===== config.mk =====
export PLATFORM = sky130hd
export DESIGN_NAME = dma_status_clear
export DESIGN_NICKNAME = d
export VERILOG_FILES = /design/src/rtl/dsc_pkg.sv /design/src/rtl/dsc_code_decode.sv /design/src/rtl/dsc_bus_decode.sv /design/src/rtl/dsc_flag_bank.sv /design/src/rtl/dma_status_clear.sv
export SDC_FILE = /design/constraint.sdc
export NUM_CORES = 1
export LEC_CHECK = 0
export ABC_AREA = 1
export BUFFER_PORTS_ARGS = -buffer_cell sky130_fd_sc_hd__buf_4
export CAP_MARGIN = 20
export CORE_ASPECT_RATIO = 0.5
export CORE_MARGIN = 1
export CORE_UTILIZATION = 45
export DETAILED_ROUTE_END_ITERATION = 6
export HOLD_SLACK_MARGIN = 0.12
export PLACE_DENSITY = 0.77
export SYNTH_ARGS = -nofsm -noshare
export SYNTH_HDL_FRONTEND = slang
export SYNTH_SLANG_ARGS = --single-unit

===== constraint.sdc =====
create_clock -name clk -period 1.5 [get_ports clk]
set_clock_uncertainty 0.1 [all_clocks]
set_input_delay 0.3 -clock clk [delete_from_list [all_inputs] [get_ports clk]]
set_output_delay 0.3 -clock clk [all_outputs]
set_load 0.02 [all_outputs]

===== src/rtl/dsc_pkg.sv =====
package dsc_pkg;
  localparam int CODE_W        = 7;
  localparam int LANE_W        = 8;
  localparam int DONE_CLR_ADDR = 4;
  localparam int IRQ_CLR_ADDR  = 5;

  typedef enum logic [1:0] {
    CLR_NONE = 2'd0,
    CLR_ONE  = 2'd1,
    CLR_ALL  = 2'd2
  } clr_kind_e;

  // Bit 6 of the code selects a global clear, bit 5 marks the reserved range.
  function automatic clr_kind_e classify(input logic [1:0] top_bits);
    if (top_bits[1])      return CLR_ALL;
    else if (top_bits[0]) return CLR_NONE;
    else                  return CLR_ONE;
  endfunction
endpackage


===== src/rtl/dsc_code_decode.sv =====
module dsc_code_decode
  import dsc_pkg::*;
#(
  parameter int NUM_CH = 32
) (
  input  logic              en,
  input  logic [CODE_W-1:0] code,
  output logic [NUM_CH-1:0] mask
);
  clr_kind_e kind;
  assign kind = classify(code[CODE_W-1:CODE_W-2]);

  for (genvar i = 0; i < NUM_CH; i++) begin : g_ch
    assign mask[i] = en && ((kind == CLR_ALL) ||
                            ((kind == CLR_ONE) && (code[4:0] == 5'(i))));
  end
endmodule


===== src/rtl/dsc_bus_decode.sv =====
module dsc_bus_decode
  import dsc_pkg::*;
#(
  parameter int NUM_CH = 32,
  parameter int ADDR_W = 3
) (
  input  logic              bus_we,
  input  logic [ADDR_W-1:0] bus_addr,
  input  logic [LANE_W-1:0] bus_wdata,
  output logic              done_code_we,
  output logic              irq_code_we,
  output logic [NUM_CH-1:0] map_clr
);
  localparam int LANES = (NUM_CH + LANE_W - 1) / LANE_W;

  assign done_code_we = bus_we && (bus_addr == ADDR_W'(DONE_CLR_ADDR));
  assign irq_code_we  = bus_we && (bus_addr == ADDR_W'(IRQ_CLR_ADDR));

  for (genvar l = 0; l < LANES; l++) begin : g_lane
    for (genvar b = 0; b < LANE_W; b++) begin : g_bit
      if (l * LANE_W + b < NUM_CH) begin : g_used
        assign map_clr[l*LANE_W+b] = bus_we && (bus_addr == ADDR_W'(l)) && bus_wdata[b];
      end
    end
  end
endmodule


===== src/rtl/dsc_flag_bank.sv =====
module dsc_flag_bank #(
  parameter int NUM_CH = 32
) (
  input  logic              clk,
  input  logic              rst_n,
  input  logic [NUM_CH-1:0] set_i,
  input  logic [NUM_CH-1:0] clr_i,
  output logic [NUM_CH-1:0] q
);
  // The set term is applied last, so a completion is never lost to a clear.
  always_ff @(posedge clk or negedge rst_n) begin
    if (!rst_n) q <= '0;
    else        q <= (q & ~clr_i) | set_i;
  end
endmodule


===== src/rtl/dma_status_clear.sv =====
module dma_status_clear
  import dsc_pkg::*;
#(
  parameter int NUM_CH = 32,
  parameter int ADDR_W = 3
) (
  input  logic              clk,
  input  logic              rst_n,
  input  logic [ADDR_W-1:0] bus_addr,
  input  logic              bus_we,
  input  logic              bus_re,
  input  logic [7:0]        bus_wdata,
  output logic [7:0]        bus_rdata,
  input  logic [NUM_CH-1:0] done_set,
  input  logic [NUM_CH-1:0] irq_set,
  output logic [NUM_CH-1:0] done_flags,
  output logic [NUM_CH-1:0] irq_req
);
  localparam int LANES = (NUM_CH + LANE_W - 1) / LANE_W;

  logic              done_code_we, irq_code_we;
  logic [NUM_CH-1:0] map_clr, done_code_clr, irq_code_clr;
  logic [NUM_CH-1:0] done_q, irq_q;
  logic [LANES*LANE_W-1:0] irq_pad;
  logic [7:0]        rd_next, rd_q;

  dsc_bus_decode #(.NUM_CH(NUM_CH), .ADDR_W(ADDR_W)) u_bus (
    .bus_we       (bus_we),
    .bus_addr     (bus_addr),
    .bus_wdata    (bus_wdata),
    .done_code_we (done_code_we),
    .irq_code_we  (irq_code_we),
    .map_clr      (map_clr)
  );

  dsc_code_decode #(.NUM_CH(NUM_CH)) u_done_code (
    .en   (done_code_we),
    .code (bus_wdata[CODE_W-1:0]),
    .mask (done_code_clr)
  );

  dsc_code_decode #(.NUM_CH(NUM_CH)) u_irq_code (
    .en   (irq_code_we),
    .code (bus_wdata[CODE_W-1:0]),
    .mask (irq_code_clr)
  );

  dsc_flag_bank #(.NUM_CH(NUM_CH)) u_done (
    .clk   (clk),
    .rst_n (rst_n),
    .set_i (done_set),
    .clr_i (done_code_clr),
    .q     (done_q)
  );

  dsc_flag_bank #(.NUM_CH(NUM_CH)) u_irq (
    .clk   (clk),
    .rst_n (rst_n),
    .set_i (irq_set),
    .clr_i (irq_code_clr | map_clr),
    .q     (irq_q)
  );

  // Read path: bitmap lanes return the live request vector, all else reads 0.
  always_comb begin
    irq_pad = '0;
    irq_pad[NUM_CH-1:0] = irq_q;
    rd_next = '0;
    for (int l = 0; l < LANES; l++) begin
      if (bus_re && (bus_addr == ADDR_W'(l))) rd_next = irq_pad[l*LANE_W +: LANE_W];
    end
  end

  always_ff @(posedge clk or negedge rst_n) begin
    if (!rst_n) rd_q <= '0;
    else        rd_q <= rd_next;
  end

  assign bus_rdata  = rd_q;
  assign done_flags = done_q;
  assign irq_req    = irq_q;
endmodule


# After elaboration in Yosys (flattened, before gate mapping)
# Index checks and enable logic that the tools add are counted.
[word_totals]
regBits = 72
output_inout_bits = 72
elab_cells = 226
[classes]
n_eq_ne = 38
mux = 6
bitwise = 7
reduce_logical = 172
[op_table]
columns = ["op", "n"]
rows = [
  ["logical AND 1 bit", 138],
  ["OR 32 bit", 3],
  ["equality test 5 bit (second input constant)", 16],
  ["AND 32 bit", 2],
  ["NOT 32 bit", 2],
  ["equality test 5 x 4 -> 1 bit (second input constant)", 8],
  ["logical OR 1 bit", 32],
  ["two-way mux 8 bit", 4],
  ["equality test 5 x 3 -> 1 bit (second input constant)", 4],
  ["equality test 5 x 2 -> 1 bit (second input constant)", 2],
  ["equality test 3 x 2 -> 1 bit (second input constant)", 2],
  ["equality test 3 bit (second input constant)", 2],
  ["equality test 5 x 1 -> 1 bit (second input constant)", 1],
  ["logical NOT 5 bit", 1],
  ["equality test 3 x 1 -> 1 bit (second input constant)", 1],
  ["logical NOT 3 bit", 1],
  ["equality test 2 x 1 -> 1 bit (second input constant)", 1],
  ["equality test 2 bit (second input constant)", 1],
  ["two-way mux 2 bit", 1],
  ["two-way mux 1 bit", 1],
]

# Logic depth before layout (Yosys ltp)
[logic_depth]
word_depth = 10
depth_mapped = 9
ltp_nobuf = 8

# Cells and area by module
# Synthesis repeated with hierarchy kept, for this count alone.
[hier_totals]
cells_unflattened = 696
area_unflattened_um2 = 4513.1
[modules_own_cells]
columns = ["module", "n_inst", "cells_per_inst", "area_per_inst_um2", "seq_area_each_um2"]
rows = [
  ["dsc_flag_bank", 2, 160, 1281.2, 800.8],
  ["dsc_code_decode", 2, 114, 503.0, 0.0],
  ["dma_status_clear", 1, 91, 710.7, 200.2],
  ["dsc_bus_decode", 1, 57, 234.0, 0.0],
]

# Worst setup path after synthesis
# No wires, ideal clock.
[synth_timing]
kind = "in2reg"
from = "in bus_we"
to = "reg u_irq.q[0]"
setup_ns = 0.116
arrival_ns = 1.072
path_slack_ns = 0.212
path_stages = 7
path_buffers = 2
path_cell_list = "clkbuf_1 > clkbuf_1 > nand4_1 > nand2_1 > clkinv_1 > nand2_1 > nand2_1"
[synth_between]
elab_chain_len = 6
[synth_rtl]
columns = ["element", "line_no", "text"]
rows = [
  ["from (decl)", "dma_status_clear.sv:10", "input logic bus_we,"],
  ["logical AND 1 bit, on equally long branches", "dsc_bus_decode.sv:17, dsc_bus_decode.sv:22", ""],
  ["logical AND 1 bit, on equally long branches", "dsc_code_decode.sv:14, dsc_bus_decode.sv:22", ""],
  ["OR 32 bit *", "dma_status_clear.sv:60", ".clr_i (irq_code_clr | map_clr),"],
  ["NOT 32 bit *", "dsc_flag_bank.sv:13", "else q <= (q & ~clr_i) | set_i;"],
  ["AND 32 bit *", "dsc_flag_bank.sv:13", ""],
  ["OR 32 bit *", "dsc_flag_bank.sv:13", ""],
  ["to (signal assigned)", "dsc_flag_bank.sv:13", ""],
  ["to (decl)", "dsc_flag_bank.sv:8", "output logic [NUM_CH-1:0] q"],
]
# Mark *: on every way between the ends. The rest lies on a longest branch, timed or not.

# Final worst setup path
[layout_timing]
from = "reg u_irq.q[9]"
to = "out irq_req[9]"
[layout_lines]
columns = ["element", "line_no", "text"]
rows = [
  ["to (decl)", "dma_status_clear.sv:17", "output logic [NUM_CH-1:0] irq_req"],
]
# No word-level cell between the ends.

==> reports/metrics.csv <==
metric,value,unit
outcome,completed,
sequential cell area,0.00180,sq mm
Synth top area share,0.448,
Total Routing Usage GR,0.318,
RSZ-0062 raised after global routing,no,
Hold Startpoint,bus_wdata[7],
Multi-input gate area,0.00168,sq mm
Layout area overhead,58.9,%
n_diodes,0,
largest net degree at the start of global routing,33,
Clock Latency Late Sink,0.34,ns
CP required,1.10,ns
Resize count post-CTS,0,
Final #Nets,906,
WL final,14.3,mm
Max stage delay on crit path,0.45,ns
Synth warnings,0,
clock network power share,0.430,
sequential area share after synthesis,0.448,
dpl cells,863,
global placement routability congestion,0.910,
Synth Instances,599,
clk buf depth,2,
Final WS setup,0.120,ns
fin. max-slew vios,0,
initial cell density of the core,0.484,
"Largest delay share family, worst path",flip-flops,
cell accounting for the most synthesized area,dfrtp_1,
via count,4712,
signal arrival time at the worst endpoint,0.98,ns
Post-Synthesis Mean Instance Area,6.72,sq um
setup tns final,0,ns
Num CTS Buffers,9,
Iter 0 DRT Violations,578,
Startpoint Class,flop,
number of vias per cell,4.99,
"antenna viol nets, final",0,
CP Buf/Inv Count,1,
"Setup violations, final",0,
worst path cell trace,buf_4,
Peak VDD IR,0.618,mV
leak pwr,3.44,nW
share of cells above drive strength 1,0.246,
Post-Place Cell Area,0.00542,sq mm
Psw,0.00143,W
synthesized area,0.00402,sq mm
post-detail-place hpwl,9.99,mm
reg2reg start,u_irq.q[9],
post-route cell area,0.00639,sq mm
Crit. End Element,output pin,
Final Power,0.00543,W
# Max-Cap Violations,0,
fin cells,944,
register bit total from synthesis,72,
Tmin final,1.38,ns
sw frac,0.264,
DRT Pass-1 Iters,6,
Comb pwr share,0.190,
pwr dens,850,mW/mm^2
Overflow after GRT,0,
initial antenna violation count,0,
Mapped Nets,678,
vias in the first global route,4434,
clock-pin transition on the worst setup and hold timing paths,0.06,ns
largest cells by area after synthesis,"dfrtp_1 (45%), nand2_1 (29%), inv_1 (9.3%)",
fin crit share,0.920,
Post-CTS Repair Setup Buffers,0,
# rows,23,
CP max-delay cell,dfrtp_1,
Slew HR,0.703,
Die ar.,0.00934,sq mm
Post-synth EDFFs,0,
Slew @ Worst Pin,0.442,ns
root buf cell,clkbuf_16,
Worst Hold Class,in2reg,
first-pass GRT wire length,21.7,mm
sequential power share,0.380,
most frequent cell after synthesis,nand2_1,
boundary pin count,151,
TritonCTS clock tree,built,
drt drc,0,
distinct cell type count after synthesis,20,
Internal,0.00400,W
DP Worst Slack,-0.0747,ns
worst-path fanout max,3,
fmax,725,MHz
die width,136,microns
chip height,68.9,microns
H-tree depth,3,
top_reg_cell synth,dfrtp_1,
CP Class,reg2out,
Final Hold Viols,0,
core area,0.00832,sq mm
Synth top cells by count,"nand2_1 (316), inv_1 (100), dfrtp_1 (72)",
clock sinks,72,
IO buf count,150,
drt wl/cell,15.2,microns
asr flop ratio synth,1.00,
Crit. Startpoint,u_irq.q[9],
Fillers,609,
-- area by class of cell --
type	count	area share
Timing Repair Buffer	239	0.320
Sequential cell	72	0.282
Multi-Input combinational cell	397	0.262
Inverter	108	0.0634
Clock buffer	11	0.0380
Tap cell	112	0.0219
Clock inverter	5	0.0125
-- stage by stage --
stage | hold WS [ns] | util
global route | 0.208 | 0.768
global placement | 0.161 | 0.651
floorplan | -0.0956 | -
CTS | 0.178 | 0.768
detailed placement | 0.166 | 0.651
finish | 0.184 | 0.768
-- placed cells by master (no fill, tap or decap), drive strengths merged --
cell type | synthesis | layout
nand2 | 318 | 318
buf | 10 | 174
inv | 104 | 104
dfrtp | 72 | 72
dlygate4sd3 | 0 | 65
nand4 | 32 | 32
nor2 | 29 | 29
clkbuf | 12 | 11
a31oi | 8 | 8
nand3 | 8 | 8
clkinv | 4 | 5
o21ai | 2 | 2
clkinvlp | 0 | 2
bufinv | 0 | 2
-- worst paths after layout --
check	to	slack, ns	depth (start not counted)
max reg2reg	u_irq.q[9]	0.59	4
min	u_irq.q[31]	0.18	4
min in group asynchronous	u_done.q[31]	0.34	2
min reg2reg	u_done.q[11]	0.37	2
max	irq_req[9]	0.12	1
max in group asynchronous	u_irq.q[0]	0.47	3
-- registers in the layout, summed over array words and instances (netlist names) --
name,cells
u_done.q,32
bus_rdata,8
u_irq.q,32
-- power groups by stage --
stage / clock [W] / sequential, W / combinational (W)
2_1_floorplan: 0 / 0.00218 / 0.000315
3_3_place_gp: 0 / 0.00210 / 0.000857
3_5_place_dp: 0 / 0.00210 / 0.000868
4_1_cts: 0.00235 / 0.00206 / 0.00101
5_1_grt: 0.00244 / 0.00207 / 0.00111
6_report: 0.00234 / 0.00206 / 0.00103
-- per-layer routing --
metal,share of wire,vias up,global-route usage
met5,0,-,0
met4,0.012,0,0.0871
met3,0.13,22,0.125
met2,0.44,282,0.498
met1,0.41,2167,0.411
li1,-,2241,-
-- cells by family after synthesis --
group	share of synthesized area
AOI/OAI and AO/OA	0.0149
buffers and inverters	0.135
and+or+nand+nor	0.402
DFF	0.448
-- repair_timing --
action | 4_1_cts | 5_1_grt
hold buffers | 65 | 0
endpoints found under the setup margin | 0 | 0
endpoints found under the hold margin | 90 | 0
-- worst reg2reg max path: stages (launching register included) --
cell	delay (ns)
dfrtp_1	0.45
nand2_1	0.12
inv_1	0.04
nand2_1	0.05
nand2_1	0.04
(Power assumes the default switching activity.)
